**src/rtl/tk_pkg.sv**
```systemverilog
package tk_pkg;
  localparam int DIG_W  = 4;
  localparam int NDIG   = 16;
  localparam int RING_W = DIG_W * NDIG;
  localparam int CNT_W  = $clog2(RING_W);
  localparam int BIT_W  = $clog2(DIG_W);
  localparam int DIG_IW = CNT_W - BIT_W;

  typedef logic [DIG_W-1:0]  digit_t;
  typedef logic [DIG_IW-1:0] didx_t;

  // ring order, head first; each group is least significant digit first
  localparam didx_t D_PH  = didx_t'(0);   // pass decade
  localparam didx_t D_CSU = didx_t'(1);
  localparam didx_t D_CST = didx_t'(2);
  localparam didx_t D_CMU = didx_t'(3);
  localparam didx_t D_CMT = didx_t'(4);
  localparam didx_t D_CHU = didx_t'(5);
  localparam didx_t D_CHT = didx_t'(6);
  localparam didx_t D_TTE = didx_t'(7);
  localparam didx_t D_TSU = didx_t'(8);
  localparam didx_t D_TST = didx_t'(9);
  localparam didx_t D_TMU = didx_t'(10);
  localparam didx_t D_TMT = didx_t'(11);
  localparam didx_t D_AMU = didx_t'(12);
  localparam didx_t D_AMT = didx_t'(13);
  localparam didx_t D_AHU = didx_t'(14);
  localparam didx_t D_AHT = didx_t'(15);

  localparam int TOD_LO = 1 * DIG_W;
  localparam int TOD_W  = 6 * DIG_W;
  localparam int TMR_LO = 7 * DIG_W;
  localparam int TMR_W  = 5 * DIG_W;
  localparam int ALM_LO = 12 * DIG_W;
  localparam int ALM_W  = 4 * DIG_W;
  // ring position of the rewritten clock-minutes bit while the alarm bit sits at the head
  localparam int PEEK   = RING_W - (12 - 3) * DIG_W;

  function automatic digit_t dig_limit(input didx_t i);
    case (i)
      D_CST, D_CMT, D_TST, D_TMT, D_AMT: dig_limit = digit_t'(5);
      D_CHT, D_AHT:                      dig_limit = digit_t'(2);
      default:                           dig_limit = digit_t'(9);
    endcase
  endfunction

  function automatic logic dig_is_hu(input didx_t i);
    dig_is_hu = (i == D_CHU) || (i == D_AHU);
  endfunction
endpackage

```
**src/rtl/tk_ring.sv**
```systemverilog
module tk_ring #(
  parameter int W = 64
) (
  input  logic         clk,
  input  logic         rst_n,
  input  logic         shift_en,
  input  logic         in_bit,
  output logic [W-1:0] q
);
  logic [W-1:0] q_nx;

  always_comb begin
    q_nx = q;
    if (shift_en) q_nx = {in_bit, q[W-1:1]};
  end

  always_ff @(posedge clk or negedge rst_n) begin
    if (!rst_n) q <= '0;
    else        q <= q_nx;
  end
endmodule

```
**src/rtl/tk_bit_alu.sv**
```systemverilog
module tk_bit_alu
  import tk_pkg::*;
(
  input  logic   clk,
  input  logic   rst_n,
  input  logic   digit_start,
  input  digit_t head_dig,
  input  digit_t tens_dig,
  input  digit_t limit,
  input  logic   hour_units,
  input  logic   cin,
  input  logic   force_zero,
  output logic   out_bit,
  output logic   dcarry
);
  logic carry_q, carry_nx, zero_q, zero_nx, dcar_nx;
  logic at_lim, zero_now, zero_eff, c_eff, sum;

  always_comb begin
    at_lim   = (head_dig == limit) ||
               (hour_units && head_dig == digit_t'(3) && tens_dig == digit_t'(2));
    zero_now = force_zero || (cin && at_lim);
    zero_eff = digit_start ? zero_now : zero_q;
    c_eff    = digit_start ? cin : carry_q;
    sum      = head_dig[0] ^ c_eff;
    carry_nx = head_dig[0] & c_eff;
    out_bit  = zero_eff ? 1'b0 : sum;
    zero_nx  = zero_eff;
    dcar_nx  = digit_start ? (cin && at_lim && !force_zero) : dcarry;
  end

  always_ff @(posedge clk or negedge rst_n) begin
    if (!rst_n) begin
      carry_q <= 1'b0;
      zero_q  <= 1'b0;
      dcarry  <= 1'b0;
    end else begin
      carry_q <= carry_nx;
      zero_q  <= zero_nx;
      dcarry  <= dcar_nx;
    end
  end
endmodule

```
**src/rtl/tk_seq.sv**
```systemverilog
module tk_seq
  import tk_pkg::*;
(
  input  logic             clk,
  input  logic             rst_n,
  input  logic             sel_alarm,
  input  logic             sel_hours,
  input  logic             adv_btn,
  input  logic             tmr_start,
  input  logic             tmr_stop,
  input  logic             tmr_clear,
  input  logic             dcarry,
  output logic [CNT_W-1:0] cnt,
  output logic             cin,
  output logic             force_zero
);
  logic [CNT_W-1:0] cnt_nx;
  logic adv_p, alm_p, hrs_p, clr_p, adv_a, alm_a, hrs_a, clr_a, run, run_a;
  logic adv_p_nx, alm_p_nx, hrs_p_nx, clr_p_nx;
  logic adv_a_nx, alm_a_nx, hrs_a_nx, clr_a_nx, run_nx, run_a_nx;
  logic pass_start, adj_t, adj_a;
  didx_t dig;

  always_comb begin
    pass_start = (cnt == '0);
    dig        = cnt[CNT_W-1:BIT_W];
    cnt_nx     = (cnt == CNT_W'(RING_W - 1)) ? '0 : cnt + 1'b1;
    run_nx     = tmr_stop ? 1'b0 : (tmr_start ? 1'b1 : run);
    alm_p_nx   = adv_btn ? sel_alarm : alm_p;
    hrs_p_nx   = adv_btn ? sel_hours : hrs_p;
    if (pass_start) begin
      adv_a_nx = adv_p;  alm_a_nx = alm_p;  hrs_a_nx = hrs_p;
      clr_a_nx = clr_p;  run_a_nx = run;
      adv_p_nx = adv_btn;
      clr_p_nx = tmr_clear;
    end else begin
      adv_a_nx = adv_a;  alm_a_nx = alm_a;  hrs_a_nx = hrs_a;
      clr_a_nx = clr_a;  run_a_nx = run_a;
      adv_p_nx = adv_p | adv_btn;
      clr_p_nx = clr_p | tmr_clear;
    end
  end

  // carry source and clearing per digit slot
  always_comb begin
    adj_t      = adv_a & ~alm_a;
    adj_a      = adv_a & alm_a;
    cin        = dcarry;
    force_zero = 1'b0;
    case (dig)
      D_PH:         cin = 1'b1;
      D_CSU, D_CST: begin cin = adj_t ? 1'b0 : dcarry; force_zero = adj_t; end
      D_CMU:        cin = adj_t ? ~hrs_a : dcarry;
      D_CHU:        cin = adj_t ? hrs_a : dcarry;
      D_TTE:        begin cin = run_a; force_zero = clr_a; end
      D_TSU, D_TST, D_TMU, D_TMT: force_zero = clr_a;
      D_AMU:        cin = adj_a & ~hrs_a;
      D_AHU:        cin = adj_a & hrs_a;
      default:      cin = dcarry;
    endcase
  end

  always_ff @(posedge clk or negedge rst_n) begin
    if (!rst_n) begin
      cnt <= '0;
      adv_p <= 1'b0; alm_p <= 1'b0; hrs_p <= 1'b0; clr_p <= 1'b0;
      adv_a <= 1'b0; alm_a <= 1'b0; hrs_a <= 1'b0; clr_a <= 1'b0;
      run <= 1'b0;   run_a <= 1'b0;
    end else begin
      cnt <= cnt_nx;
      adv_p <= adv_p_nx; alm_p <= alm_p_nx; hrs_p <= hrs_p_nx; clr_p <= clr_p_nx;
      adv_a <= adv_a_nx; alm_a <= alm_a_nx; hrs_a <= hrs_a_nx; clr_a <= clr_a_nx;
      run <= run_nx;     run_a <= run_a_nx;
    end
  end
endmodule

```
**src/rtl/tk_watch.sv**
```systemverilog
module tk_watch
  import tk_pkg::*;
(
  input  logic             clk,
  input  logic             rst_n,
  input  logic             sel_alarm,
  input  logic             sel_hours,
  input  logic             adv_btn,
  input  logic             tmr_start,
  input  logic             tmr_stop,
  input  logic             tmr_clear,
  output logic [TOD_W-1:0] tod_bcd,
  output logic [TMR_W-1:0] tmr_bcd,
  output logic [ALM_W-1:0] alm_bcd,
  output logic             alarm_on
);
  logic [RING_W-1:0] ring;
  logic [CNT_W-1:0]  pass_cnt;
  logic new_bit, dcarry, cin, force_zero;
  logic pass_start, digit_start, in_win, mm, mm_nx;
  didx_t  dig;
  digit_t limit;
  logic   hour_units;

  tk_seq u_seq (
    .clk, .rst_n, .sel_alarm, .sel_hours, .adv_btn, .tmr_start, .tmr_stop,
    .tmr_clear, .dcarry, .cnt(pass_cnt), .cin, .force_zero
  );

  tk_ring #(.W(RING_W)) u_ring (
    .clk, .rst_n, .shift_en(1'b1), .in_bit(new_bit), .q(ring)
  );

  always_comb begin
    pass_start  = (pass_cnt == '0);
    digit_start = (pass_cnt[BIT_W-1:0] == '0);
    dig         = pass_cnt[CNT_W-1:BIT_W];
    limit       = dig_limit(dig);
    hour_units  = dig_is_hu(dig);
    in_win      = (dig >= D_AMU);
    mm_nx       = pass_start ? 1'b0 : (in_win ? (mm | (ring[0] ^ ring[PEEK])) : mm);
  end

  tk_bit_alu u_alu (
    .clk, .rst_n, .digit_start,
    .head_dig(ring[DIG_W-1:0]), .tens_dig(ring[2*DIG_W-1:DIG_W]),
    .limit, .hour_units, .cin, .force_zero, .out_bit(new_bit), .dcarry
  );

  always_ff @(posedge clk or negedge rst_n) begin
    if (!rst_n) begin
      mm       <= 1'b0;
      tod_bcd  <= '0;
      tmr_bcd  <= '0;
      alm_bcd  <= '0;
      alarm_on <= 1'b0;
    end else begin
      mm <= mm_nx;
      if (pass_start) begin
        tod_bcd  <= ring[TOD_LO +: TOD_W];
        tmr_bcd  <= ring[TMR_LO +: TMR_W];
        alm_bcd  <= ring[ALM_LO +: ALM_W];
        alarm_on <= ~mm;
      end
    end
  end
endmodule

```
**config.mk**
```make
export PLATFORM = sky130hd
export DESIGN_NAME = tk_watch
export DESIGN_NICKNAME = d
export VERILOG_FILES = /design/src/rtl/tk_pkg.sv /design/src/rtl/tk_ring.sv /design/src/rtl/tk_bit_alu.sv /design/src/rtl/tk_seq.sv /design/src/rtl/tk_watch.sv
export SDC_FILE = /design/constraint.sdc
export NUM_CORES = 1
export LEC_CHECK = 0
export BUFFER_PORTS_ARGS = -buffer_cell sky130_fd_sc_hd__buf_2
export CORE_MARGIN = 1
export CORE_UTILIZATION = 30
export CTS_BUF_LIST = sky130_fd_sc_hd__clkbuf_8
export DETAILED_ROUTE_END_ITERATION = 10
export PLACE_DENSITY = 0.47
export SYNTH_ARGS = -nofsm -noshare
export SYNTH_HDL_FRONTEND = slang
export SYNTH_HIERARCHICAL = 1
export SYNTH_SLANG_ARGS = --single-unit
```
**constraint.sdc**
```tcl
create_clock -name clk -period 2.3 [get_ports clk]
set_input_delay 0 -clock clk [delete_from_list [all_inputs] [get_ports clk]]
set_output_delay 0 -clock clk [all_outputs]
set_load 0.01 [all_outputs]
```
Yosys cells after proc, flatten, opt, wreduce, memory -nomap -nowiden:

Index checks and enable logic that the tools add are counted.

* $add $sub $neg: 1
* $lt $le $gt $ge: 1
* eq/ne operators: 19
* muxes and demuxes: 16
* bitwise logic cells: 13
* reductions and logical operators: 17

Operators by type and width (number)
* $eq 4x4->1 const B: 8
* $eq 4x2->1 const B: 4
* $eq 4x3->1 const B: 4
* $mux 1: 12
* $reduce_or 5->1: 2
* $pmux 4 s2: 1
* $pmux 1 s7: 1
* $add 6x1->6 const B: 1
* $eq 6x6->1 const B: 1
* $logic_not 6->1: 1
* $mux 6: 1
* $and 1x1->1: 5
* $eq 4x1->1 const B: 1
* $eq 4x4->1: 1
* $ge 4x4->1 const B: 1
* $logic_and 1x1->1: 4
* $logic_not 4->1: 1
* $reduce_bool 2->1: 2
* $reduce_or 2->1: 2
* $logic_or 1x1->1: 3
* $not 1->1: 3
* $or 1x1->1: 3
* $logic_not 2->1: 1
* $pmux 1 s2: 1
* other kinds (2): 3

* register bits: 145
* bits of input ports: 8
* output and inout port bits: 61
* word-level logic and storage cells: 87

Longest topological paths before layout:

Gate-level depths: netlist of run 1.

* depth after elaboration: 9
* mapped depth: 10
* gate-level depth less buffers: 9

Cells and area by module:

The synthesis of run 1 kept the hierarchy.

By module, submodules not included
* tk_ring: times used 1, cells an instance 135, area an instance 2678.8 um^2, seq. area each 1601.5 um^2
* tk_watch: times used 1, cells an instance 151, area an instance 2667.6 um^2, seq. area each 1551.5 um^2
* tk_seq: times used 1, cells an instance 75, area an instance 830.8 um^2, seq. area each 400.4 um^2
* tk_bit_alu: times used 1, cells an instance 23, area an instance 220.2 um^2, seq. area each 75.1 um^2

Worst setup path before layout of run 1:

Ideal clock, no wire load.

* path type: register -> register
* from: register u_seq.cnt[2]
* to: register u_ring.q[63]
* setup time: 0.125 ns
* data arrival time: 2.090 ns
* required time: 2.175 ns
* slack: 0.085 ns
* stages on the path, launching flop included: 11
* buffers on the path: 1
* period minus slack after synthesis: 2.215 ns
* cells stage by stage: dfrtp_1 buf_4 inv_4 nor3_1 a211oi_1 or3_1 nand2_1 o21ai_0 ha_1 o211a_1 mux2_2

* elaborated cells between the ends (all ways): 34
* classes of those cells: 16 x eq/ne; 6 x mux; 1 x bitwise; 11 x reduce/logical

RTL lines
* start, declared: line tk_seq.sv:13 `output logic [CNT_W-1:0] cnt,`
* start signal, assigned: line tk_seq.sv:70 `cnt <= cnt_nx;`
* $eq 4x1->1 / $eq 4x2->1 (equally long branches): line tk_seq.sv:50 `case (dig)`
* $reduce_or 2->1: line tk_seq.sv:50
* $pmux 1 s7 (*): line tk_seq.sv:50
* via cin: line tk_watch.sv:19 `logic new_bit, dcarry, cin, force_zero;`
* $logic_and 1x1->1: line tk_bit_alu.sv:22 `zero_now = force_zero || (cin && at_lim);`
* $logic_or 1x1->1: line tk_bit_alu.sv:22
* $mux 1: line tk_bit_alu.sv:23 `zero_eff = digit_start ? zero_now : zero_q;`
* $mux 1 (*): line tk_bit_alu.sv:27 `out_bit = zero_eff ? 1'b0 : sum;`
* via new_bit: line tk_watch.sv:19
* end signal, assigned: line tk_ring.sv:19 `else q <= q_nx;`
* end, declared: line tk_ring.sv:8 `output logic [W-1:0] q`

Mark *: on every way through the listed nets, which the timed path passes. The rest lies on a longest branch.
A chain may end at the register's enable or synchronous reset.

Final worst setup path of run 1:

* from: register u_seq.alm_a
* to: register u_ring.q[63]

* word-level cells in the longest chain between the ends: 8
* elaborated cells between the ends (all ways): 16
* classes of those cells: 8 x mux; 6 x bitwise; 2 x reduce/logical

Ends and longest elaborated chain
* start, declared: line tk_seq.sv:18 `logic adv_p, alm_p, hrs_p, clr_p, adv_a, alm_a, hrs_a, clr_a, run, run_a;`
* start signal, assigned: line tk_seq.sv:72 `adv_a <= adv_a_nx; alm_a <= alm_a_nx; hrs_a <= hrs_a_nx; clr_a <= clr_a_nx;`
* $not 1->1: line tk_seq.sv:46 `adj_t = adv_a & ~alm_a;`
* $and 1x1->1: line tk_seq.sv:46
* $mux 1 (on tied branches): line tk_seq.sv:54, tk_seq.sv:52, tk_seq.sv:53
* $pmux 1 s7 (*): line tk_seq.sv:50
* via cin: line tk_watch.sv:19
* $logic_and 1x1->1: line tk_bit_alu.sv:22
* $logic_or 1x1->1: line tk_bit_alu.sv:22
* $mux 1: line tk_bit_alu.sv:23
* $mux 1 (*): line tk_bit_alu.sv:27
* via new_bit: line tk_watch.sv:19

Marked as above.

==> results by group, run 1 <==
Setup path
  – CP peak stage delay: around 0.5 ns
  – CP endpoint kind: register
  – WS Path Type: reg -> reg
  – R2R cell count: 9
  – Critical path cell sequence: nand2b_4 -> or4_1 -> a21oi_2 -> or3_4 -> nand2_2 -> o21ai_0 -> ha_1 -> o211a_1 -> mux2_2
  – Crit path launch type: register
  – Peak fanout along the critical path: 4
  – Slowest cell on crit path: or4_1
  – Worst Path Required: between 2 and 3 ns
  – Crit path DAT: roughly 2.6 ns

Die
  – Height of the die: roughly 150 um
  – Die area: between 20000 and 25000 um^2
  – Starting density of the core: 30.5%
  – Rows: 53
  – IO Pins: between 60 and 70
  – Core ar.: approximately 21000 um^2
  – Die width: roughly 150 um

CTS
  – CTS Root Cell: clkbuf_8
  – Num Clock Sinks: 145
  – CTS max path bufs: 2
  – H-tree Lvls: 4
  – CTS tree: yes
  – Clock slew at reported path FFs: 0.09 ns
  – Num CTS Buffers: 17
  – Clock latency on the worst-skew pair: about 0.45 ns

GRT
  – Vias in the first global route: 3561
  – Final global-route overflow total: 0
  – Gr usage total: 11.4%
  – Largest net degree at the start of global routing: 65
  – Initial antenna violation count: 0
  – Global-route wire length before repair: 19100 um

Power
  – Power Dens Cells: 641 nW/um^2
  – Pleak: ~0.0040 uW
  – Total Power: around 4800 uW
  – IR drop worst, VDD: roughly 300 uV

Flow run
  – Maxcap violations: 0

STA
  – Slew headroom: 56.8%
  – Max Clock Skew: about 0.015 ns
  – Setup TNS: 0 ns
  – Final Max Slew Viols: 0
  – RSZ-0062 raised after global routing: false
  – Achievable frequency: around 0.45 GHz
  – Worst-margin pin slew: 0.648 ns
  – Count of final setup violators: 0
  – Final Cycle Share: between 90% and 100%
  – Final Hold Viols: 0
  – Post-route minimum period: 2.22 ns

Synthesis
  – Post-synth cell types: 45
  – Mapped Nets: ~400
  – Gate Count Post-Synth: between 300 and 400
  – Register area share after synthesis: between 50 and 60%
  – Synth area leaders: dfrtp_1 57%, mux2_4 28%, mux2_2 1.9%, buf_12 1.9%, buf_6 1.4%
  – FFs w/ async S/R, synth: between 90% and 100%
  – Synthesized area per cell: approximately 17 um^2
  – Post-synth EDFFs: 0
  – Seq cells post-synth: ~150
  – Cell accounting for the most synthesized area: dfrtp_1
  – Synth Flop Type: dfrtp_1
  – Cell Area, Synth: between 6000 and 7000 um^2
  – Area share of the largest cell type after synthesis: a little under three fifths
  – Yosys warnings: 6

Detailed routing
  – Metal-1 WL: ~5400 um
  – Drt drc: 0
  – Via Count: 3404
  – DR pass1 iterations: 4
  – Met3 routed wirelength: around 460 um
  – Antenna-violating nets left: 0
  – Vias per inst: between 4 and 5
  – Initial DRC Count: 85
  – WL final: about 11000 um
  – Max layer used: met4
  – Mean routed wirelength per cell: 14.9 um
  – DR WL met2: 5400 um

Min path
  – HP Class: in -> async

Placement
  – Placed cells: between 700 and 800
  – GP Congestion: 0.777
  – # port buffers: 68
  – Placed wire-length estimate: about 6900 um

Cells and area
  – Layout cells sized above 1: between 50% and 60%
  – Non-Filler Instances: 771
  – NumNets Final: between 400 and 500
  – Post-Route Utilization: roughly 36%
  – Area delta synth->final: 17.7%
  – Ant diodes: 0
  – Fill cells: roughly 2100

Run status
  – Status: complete, no violations
## metrics by stage
| step | cell area (um^2) | hold slack, ns | worst slack (ns) |
|---|---|---|---|
| floorplan | 6400 | -0.296 | 0.0849 |
| global placement | 6980 | 0.0270 | 0.0770 |
| detailed placement | 6980 | 0.0354 | -0.0107 |
| CTS | 7420 | 0.104 | 0.0374 |
| global route | 7530 | 0.126 | 0.00620 |
| finish | 7530 | 0.108 | 0.0828 |
## state kept, by name, indices dropped and copies added (netlist names)
signal	count
tmr_bcd	20
u_seq/run	1
u_seq/adv_a	1
mm	1
u_seq/run_a	1
u_seq/clr_a	1
u_seq/hrs_a	1
u_seq/hrs_p	1
tod_bcd	24
u_seq/alm_a	1
alm_bcd	16
u_ring/q	64
u_seq/cnt	6
u_seq/adv_p	1
u_alu/zero_q	1
u_alu/carry_q	1
u_alu/dcarry	1
u_seq/alm_p	1
u_seq/clr_p	1
alarm_on	1
## logic make-up (layout without fill, tap and decap cells)
logic type	Yosys count	after routing	share of synthesized area [%]
AOI/OAI and AO/OA	28	28	2.80
xor gates and xnor gates	10	10	1.37
adders and majority gates	3	3	0.587
buffers and inverters	25	137	4.17
DFF	145	145	56.7
muxes	133	133	30.4
other	1	1	0.0586
and+or+nand+nor	39	39	3.95
## final cells by class
| cell class | instances | area [um^2] | area share [%] |
|---|---|---|---|
| clock buffer | 19 | 262 | 3.47 |
| clock inverter | 12 | 110 | 1.46 |
| inverter | 7 | 28.8 | 0.382 |
| multi-input combinational | 214 | 2520 | 33.5 |
| sequential | 145 | 3630 | 48.3 |
| tap | 275 | 344 | 4.57 |
| timing repair buffer | 99 | 627 | 8.33 |
## final timing paths
path	start	to	slack [ns]
worst min register to register	mm$_DFFE_PN0P_	alarm_on$_DFFE_PN0N_	0.47
worst min-delay path	rst_n	u_ring/q[47]$_DFFE_PN0P_	0.11
worst max register to register	u_seq/alm_a$_DFFE_PN0P_	u_ring/q[63]$_DFFE_PN0P_	0.08
max in group asynchronous	rst_n	u_ring/q[32]$_DFFE_PN0P_	1.51
worst max-delay path	u_seq/alm_a$_DFFE_PN0P_	u_ring/q[63]$_DFFE_PN0P_	0.08
min in group clk	tmr_clear	u_seq/clr_p$_DFF_PN0_	0.27
## cells in the mapped netlist (all sizes together) (4+ instances only)
library cell / count
dfrtp: 145
mux2: 131
buf: 18
nor2: 10
a21oi: 7
inv: 7
nand2: 6
o21ai: 6
xor2: 6
nand3: 5
a31oi: 4
nor3: 4
xnor2: 4
## layout by cell type (no fill, tap or decap), types with 6 or more instances in the layout
master	netlist	routed
mux2_4	119	119
clkbuf_8	0	19
nor2_1	6	6
mux2_2	11	11
dlygate4sd3_1	0	7
buf_2	1	68
buf_4	3	19
inv_1	6	7
a21oi_1	7	6
xor2_1	6	6
dfrtp_1	145	141
## power breakdown
| group | switching [uW] | total [uW] | leakage (uW) | internal [uW] |
|---|---|---|---|---|
| registers | 57.7 | 2670 | 0.00198 | 2610 |
| logic | 102 | 228 | 0.00184 | 126 |
| clock network | 1020 | 1930 | 0.000186 | 909 |
| total | 1180 | 4830 | 0.00401 | 3650 |
## metal layers
metal  GRT usage, %  vias up
li1               -     1568
met1           14.9     1756
met2           17.0       64
met3           3.89       16
met4           4.64        0
met5              0        -
## timing repair
action | in CTS | in global routing
setup endpoints to repair | 1 | 1
hold buffers | 7 | 0
endpoints found under the hold margin | 106 | 0
setup buffers | 0 | 10
pin swaps | 0 | 3
gates resized for setup | 1 | 14
## critical path, delay by kind of cell, from the launching register on
| family | cells | cell delay [ns] |
|---|---|---|
| AOI/OAI and AO/OA | 3 | 0.35 |
| muxes | 1 | 0.25 |
| DFF | 1 | 0.42 |
| adders and majority gates | 1 | 0.25 |
| and+or+nand+nor | 4 | 0.85 |
Power figures use the tool's default switching activity.
==> inputs of run 2 (changes only) <==
Settings changed: CELL_PAD_IN_SITES_DETAIL_PLACEMENT set to 0, CELL_PAD_IN_SITES_GLOBAL_PLACEMENT set to 2, PLACE_DENSITY 0.47 to 0.6.
==> results by group, run 2 (same netlist as run 1, synthesis figures left out) <==
Cells and area
  – NumNets Final: 494 (-0.20%)
  – Fill cells: 2026 (-1.5%)
  – Most flops, register: u_ring/q
  – Most frequent cells in the layout: 141 x dfrtp_1, 119 x mux2_4, 67 x buf_2, 20 x buf_4, 18 x clkbuf_8
  – Max FFs per register: 64 (unchanged)
  – Regs by FF count: u_ring/q x64, tod_bcd x24, tmr_bcd x20
  – Ant diodes: 0 (unchanged)
  – Storage cell area: 3630 um^2 (unchanged)
  – Multi-input gate area: 2530 um^2 (+0.15%)
  – Post-Route Utilization: 36.5% (+0.52 points)
  – Area delta synth->final: 19.4%
  – Leading cell type in the layout, fill and taps excluded: dfrtp_1
  – Layout cells sized above 1: 55.2% (+0.60 points)

STA
  – Worst setup margin: 0.107 ns (+0.0242 ns)
  – Count of final setup violators: 0 (unchanged)
  – Slew headroom: 64.6% (+7.8 points)
  – Final Hold Viols: 0 (unchanged)
  – Achievable frequency: 0.456 GHz (+1.1%)
  – Worst-margin pin slew: 0.531 ns (-0.117 ns)
  – Final Cycle Share: 95.3% (-1.1 points)
  – Setup TNS: 0 ns (unchanged)
  – Post-route minimum period: 2.19 ns (-0.0242 ns)
  – Max Clock Skew: 0.0119 ns (-0.00271 ns)
  – Final Max Slew Viols: 0 (unchanged)
  – Hold WS: 0.0812 ns (-0.0267 ns)

Die
  – Height of the die: 148 um (unchanged)
  – Rows: 53 (unchanged)
  – Core ar.: 21000 um^2 (unchanged)
  – Starting density of the core: 30.5% (unchanged)
  – Die width: 148 um (unchanged)
  – Die area: 21900 um^2 (unchanged)
  – IO Pins: 69 (unchanged)

GRT
  – Final global-route overflow total: 0 (unchanged)
  – Global-route wire length before repair: 18700 um (-2.5%)
  – Initial antenna violation count: 0 (unchanged)
  – Vias in the first global route: 3498 (-1.8%)
  – Largest net degree at the start of global routing: 65 (unchanged)
  – Gr usage total: 11.0% (-0.37 points)

CTS
  – Clock latency on the worst-skew pair: 0.44 ns (about the same)
  – CTS tree: yes
  – H-tree Lvls: 4 (unchanged)
  – CTS Root Cell: clkbuf_8
  – Num CTS Buffers: 17 (unchanged)
  – Num Clock Sinks: 145 (unchanged)
  – CTS max path bufs: 2 (unchanged)
  – Clock slew at reported path FFs: 0.09 ns (about the same)

Detailed routing
  – Max layer used: met4
  – DR WL met2: 4860 um (-9.9%)
  – Initial DRC Count: 120 (+41%)
  – Via Count: 3304 (-2.9%)
  – WL final: 11000 um (-3.9%)
  – DR pass1 iterations: 4 (unchanged)
  – Met3 routed wirelength: 407 um (-11%)
  – Antenna-violating nets left: 0 (unchanged)
  – Metal-1 WL: 5600 um (+3.1%)
  – Drt drc: 0 (unchanged)
  – Mean routed wirelength per cell: 14.3 um (-3.9%)
  – Vias per inst: 4.29 (-2.9%)

Power
  – Power Dens Cells: 690 nW/um^2 (+7.6%)
  – Pleak: 0.00406 uW (+1.3%)
  – IR drop worst, VDD: 307 uV (+2.5%)
  – Total Power: 5270 uW (+9.2%)

Setup path
  – Critical path endpoint: u_ring/q[63]$_DFFE_PN0P_
  – Critical path origin: u_seq/cnt[4]$_DFF_PN0_
  – Worst Path Required: 2.63 ns (about the same)
  – Reg2Reg Setup Slack: 0.11 ns (+0.02 ns)
  – Reg-to-reg endpoint: u_ring/q[63]$_DFFE_PN0P_
  – Peak fanout along the critical path: 12 (+8)
  – Crit path DAT: 2.52 ns (-0.04 ns)
  – FF-to-FF Start: u_seq/cnt[4]$_DFF_PN0_
  – CP endpoint kind: register
  – CP Depth: 9 (unchanged)
  – Slowest cell on crit path: dfrtp_2
  – CP peak stage delay: 0.50 ns (about the same)
  – Top Family by Delay on Critical Path: simple AND/OR/NAND/NOR gates
  – R2R cell count: 9 (unchanged)
  – WS Path Type: reg -> reg
  – Buf/Inv on CP: 0 (unchanged)
  – Crit path launch type: register
  – Critical path cell sequence: and3_4 -> a21oi_1 -> a21oi_2 -> or3_4 -> nand2_2 -> o21ai_1 -> ha_1 -> o211a_1 -> mux2_2

Min path
  – HP Class: in -> async

Flow run
  – Maxcap violations: 0 (unchanged)

Placement
  – DP Worst Slack: 0.0228 ns (+0.0335 ns)
  – Placed wire-length estimate: 6860 um (-0.18%)
  – GP Congestion: 0.732 (-5.8%)
  – # port buffers: 68 (unchanged)

Run status
  – Status: complete, no violations
[run 2: changes by cell type in the layout (fill, tap and decap cells not counted), sizes merged]
cell / delta
bufinv: +4
buf: -1
clkbuf: -1
clkinv: -1
clkinvlp: -1
[run 2: area by class of cell]
cell class / count / share of cell area, %
flip-flops and latches: 145 / 47.6
multi-input cells: 214 / 33.1
repair buffers: 98 / 8.21
well taps: 275 / 4.50
clock buffers: 18 / 3.24
clock inverters: 14 / 3.00
inverters: 7 / 0.377
[run 2: worst min path at each step]
stage,depth (start not counted),endpoint,start
after floorplan,0,alarm_on$_DFFE_PN0N_,rst_n
after global placement,1,tmr_bcd[9]$_DFFE_PN0N_,rst_n
after detailed placement,1,tmr_bcd[8]$_DFFE_PN0N_,rst_n
final,2,tmr_bcd[8]$_DFFE_PN0N_,rst_n
after CTS,2,tmr_bcd[8]$_DFFE_PN0N_,rst_n
after global routing,2,u_ring/q[36]$_DFFE_PN0P_,rst_n
[run 2: layer usage]
| metal | GRT usage [%] | up-vias |
|---|---|---|
| met3 | 3.27 | 10 |
| met1 | 15.0 | 1660 |
| met4 | 4.48 | 0 |
| met2 | 16.1 | 65 |
| li1 | - | 1569 |
| met5 | 0 | - |
[run 2: timing repair]
| item | 4_1_cts | 5_1_grt |
|---|---|---|
| endpoints found under the hold margin | 124 | 0 |
| hold buffers | 7 | 0 |
| endpoints found under the setup margin | 0 | 1 |
| buffers inserted | 0 | 3 |
| gates resized for setup | 0 | 12 |
[run 2: stage by stage]
stage / std cells / area (um^2)
after floorplan: 384 / 6400
after global placement: 729 / 7040
after detailed placement: 729 / 7040
after CTS: 768 / 7580
after global routing: 771 / 7640
final: 771 / 7640
[run 2: where the power goes]
part | total (uW) | internal (uW) | switching, uW
clock | 2380 | 1340 | 1030
combinational | 227 | 125 | 102
sequential | 2670 | 2610 | 57.1
total | 5270 | 4080 | 1190
==> inputs of run 3 (changes only) <==
Settings changed: ABC_AREA set to 1, PLACE_DENSITY 0.6 to 0.71.
==> results by group, run 3 <==
CTS
  – CTS Root Cell: clkbuf_8
  – Num CTS Buffers: 17 (unchanged)
  – Clock slew at reported path FFs: 0.08 ns (about the same)
  – CTS tree: yes
  – Num Clock Sinks: 145 (unchanged)
  – H-tree Lvls: 4 (unchanged)
  – Postcts setup bufs: 0 (unchanged)
  – CTS max path bufs: 2 (unchanged)
  – Clock latency on the worst-skew pair: 0.44 ns (about the same)

GRT
  – Vias in the first global route: 4545 (+30%)
  – Final global-route overflow total: 0 (unchanged)
  – Largest net degree at the start of global routing: 65 (unchanged)
  – Global-route wire length before repair: 22300 um (+19%)
  – Gr usage total: 13.9% (+2.9 points)
  – Initial antenna violation count: 0 (unchanged)

Synthesis
  – Register area share after synthesis: 59.8% (+3.1 points)
  – Gate Count Post-Synth: 717 (+87%)
  – Post-synth EDFFs: 0 (unchanged)
  – Top post-synthesis cells by count: 434 x nand2_1, 145 x dfrtp_1, 33 x inv_1, 23 x nor2_1, 12 x buf_2
  – Yosys warnings: 6 (unchanged)
  – Area share of the largest cell type after synthesis: 59.8% (+3.1 points)
  – Most frequent cell after synthesis: nand2_1
  – Post-synth cell types: 32 (-29%)
  – Synth Flop Type: dfrtp_1
  – Seq cells post-synth: 145 (unchanged)
  – Synthesized area per cell: 8.46 um^2 (-49%)
  – Synth area leaders: dfrtp_1 60%, nand2_1 27%, inv_1 2.0%, nor2_1 1.4%, clkbuf_8 1.4%
  – FFs w/ async S/R, synth: 100% (unchanged)
  – Cell Area, Synth: 6070 um^2 (-5.2%)
  – Cell accounting for the most synthesized area: dfrtp_1

Cells and area
  – Leading cell type in the layout, fill and taps excluded: nand2_1
  – Layout cells sized above 1: 14.7% (-41 points)
  – Ant diodes: 0 (unchanged)
  – NumNets Final: 806 (+63%)
  – Max FFs per register: 64 (unchanged)
  – Non-Filler Instances: 1073 (+39%)
  – Post-Route Utilization: 36.4% (-0.095 points)
  – Most flops, register: u_ring/q
  – Regs by FF count: u_ring/q x64, tod_bcd x24, tmr_bcd x20
  – Fill cells: 2114 (+4.3%)
  – Area delta synth->final: 17.8%
  – Design area: 7150 um^2 (-6.5%)
  – Most frequent cells in the layout: 434 x nand2_1, 145 x dfrtp_1, 67 x buf_2, 36 x inv_1, 23 x nor2_1

Setup path
  – CP peak stage delay: 0.50 ns (about the same)
  – Critical path origin: u_seq/cnt[3]$_DFF_PN0_
  – Crit path launch type: register
  – Critical path cell sequence: inv_1 -> nand2_1 -> nor2_1 -> nor2_1 -> nor2_1 -> nor2_1 -> nand2_1 -> nand2_1 -> nand2_1 -> ha_1 -> inv_1 -> a21oi_1 -> nand2_1 -> nand2_1
  – FF-to-FF Start: u_seq/cnt[3]$_DFF_PN0_
  – Peak fanout along the critical path: 8 (-4)
  – Critical Path Most Common Cell: nand2_1
  – Worst Path Required: 2.68 ns (+0.05 ns)
  – Slowest cell on crit path: dfrtp_1
  – Crit path DAT: 2.35 ns (-0.17 ns)
  – CP endpoint kind: register
  – WS Path Type: reg -> reg

STA
  – Count of final setup violators: 0 (unchanged)
  – Final Hold Viols: 0 (unchanged)
  – Slew headroom: 54.7% (-9.9 points)
  – Post-route minimum period: 1.97 ns (-0.221 ns)
  – Max Clock Skew: 0.00998 ns (-0.00187 ns)
  – Hold WS: 0.0552 ns (-0.0259 ns)
  – Setup TNS: 0 ns (unchanged)
  – Achievable frequency: 0.507 GHz (+11%)
  – Final Cycle Share: 85.7% (-9.6 points)
  – RSZ-0062 raised after global routing: false
  – Worst-margin pin slew: 0.680 ns (+0.149 ns)
  – Final Max Slew Viols: 0 (unchanged)

Detailed routing
  – Initial DRC Count: 200 (+67%)
  – DR pass1 iterations: 4 (unchanged)
  – Vias per inst: 4.27 (-0.35%)
  – Drt drc: 0 (unchanged)
  – Via Count: 4582 (+39%)
  – Mean routed wirelength per cell: 12.4 um (-14%)
  – WL final: 13300 um (+20%)
  – Antenna-violating nets left: 0 (unchanged)

Power
  – Pleak: 0.00419 uW (+3.1%)
  – Power Dens Cells: 707 nW/um^2 (+2.4%)
  – Comb pwr share: 3.3% (-1.0 points)
  – IR drop worst, VDD: 356 uV (+16%)
  – Net Sw Power: 1120 uW (-6.2%)
  – Clock share of power: 44.7% (-0.4 points)
  – Sequential fraction of design power: 52.0% (+1.4 points)
  – Internal: 3930 uW (-3.7%)
  – Net Sw Frac: 22.2% (-0.46 points)

Min path
  – HP Class: in -> async

Placement
  – # port buffers: 68 (unchanged)
  – DP Area: 6590 um^2 (-6.4%)
  – GP Congestion: 0.802 (+9.6%)
  – Placed cells: 1030 (+41%)
  – Placed wire-length estimate: 8100 um (+18%)

Die
  – Height of the die: 144 um (-2.6%)
  – IO Pins: 69 (unchanged)
  – Die width: 144 um (-2.6%)
  – Starting density of the core: 30.9% (+0.34 points)
  – Core ar.: 19700 um^2 (-6.2%)
  – Die area: 20800 um^2 (-5.1%)
  – Rows: 51 (-3.8%)

Flow run
  – Maxcap violations: 0 (unchanged)

Run status
  – Status: complete, no violations
## run 3: power groups by stage
stage | clock (uW) | combinational [uW] | sequential, uW
3_3_place_gp | 0 | 139 | 2680
4_1_cts | 2340 | 160 | 2630
3_5_place_dp | 0 | 143 | 2680
6_report | 2260 | 167 | 2630
5_1_grt | 2450 | 198 | 2630
2_1_floorplan | 0 | 86.8 | 2670
## run 3: cell type report
cell class	count	area, um^2	area share (%)
multi-input combinational	509	2080	29.0
sequential	145	3630	50.8
clock inverter	11	160	2.24
tap	265	332	4.64
timing repair buffer	83	512	7.16
inverter	39	149	2.08
clock buffer	21	289	4.04
## run 3: stage by stage
stage	setup WS (ns)	total power [uW]
2_1_floorplan	0.608	2750
3_3_place_gp	0.445	2820
3_5_place_dp	0.372	2820
4_1_cts	0.345	5130
5_1_grt	0.0714	5280
6_report	0.328	5050
## run 3: logic make-up after synthesis
| family | synth area share (%) |
|---|---|
| xor gates and xnor gates | 0.289 |
| and+or+nand+nor | 30.8 |
| adders and majority gates | 0.619 |
| buffers and inverters | 6.04 |
| other | 0.0618 |
| AOI/OAI and AO/OA | 2.35 |
| DFF | 59.8 |
## run 3: worst max-delay path, delay by kind of cell, from the launching register on
family | cells | cell delay [ns]
DFF | 1 | 0.50
and+or+nand+nor | 10 | 0.82
adders and majority gates | 1 | 0.26
AOI/OAI and AO/OA | 1 | 0.11
buffers and inverters | 2 | 0.23
## run 3: timing repair
| item | 4_1_cts | 5_1_grt |
|---|---|---|
| hold buffers | 11 | 0 |
| gates resized for setup | 0 | 0 |
| endpoints found under the hold margin | 112 | 0 |
## run 3: worst paths after layout
kind                                            end  cells after the start  slack, ns
max in group asynchronous   u_seq/alm_a$_DFFE_PN0P_                      3       1.37
hold reg to reg             tod_bcd[18]$_DFFE_PN0N_                      2       0.48
setup / recovery           u_ring/q[63]$_DFFE_PN0P_                     14       0.33
min in group clk              u_seq/clr_p$_DFF_PN0_                      3       0.29
setup reg to reg           u_ring/q[63]$_DFFE_PN0P_                     14       0.33
hold / removal              tod_bcd[12]$_DFFE_PN0N_                      2       0.06
## run 3: per-layer routing
| metal | vias up | global-route usage, % | part of all wire (%) |
|---|---|---|---|
| li1 | 2320 | - | - |
| met1 | 2163 | 18.4 | 50 |
| met2 | 81 | 22.2 | 45 |
| met3 | 18 | 2.95 | 3.5 |
| met4 | 0 | 5.43 | 1.4 |
| met5 | - | 0 | 0 |
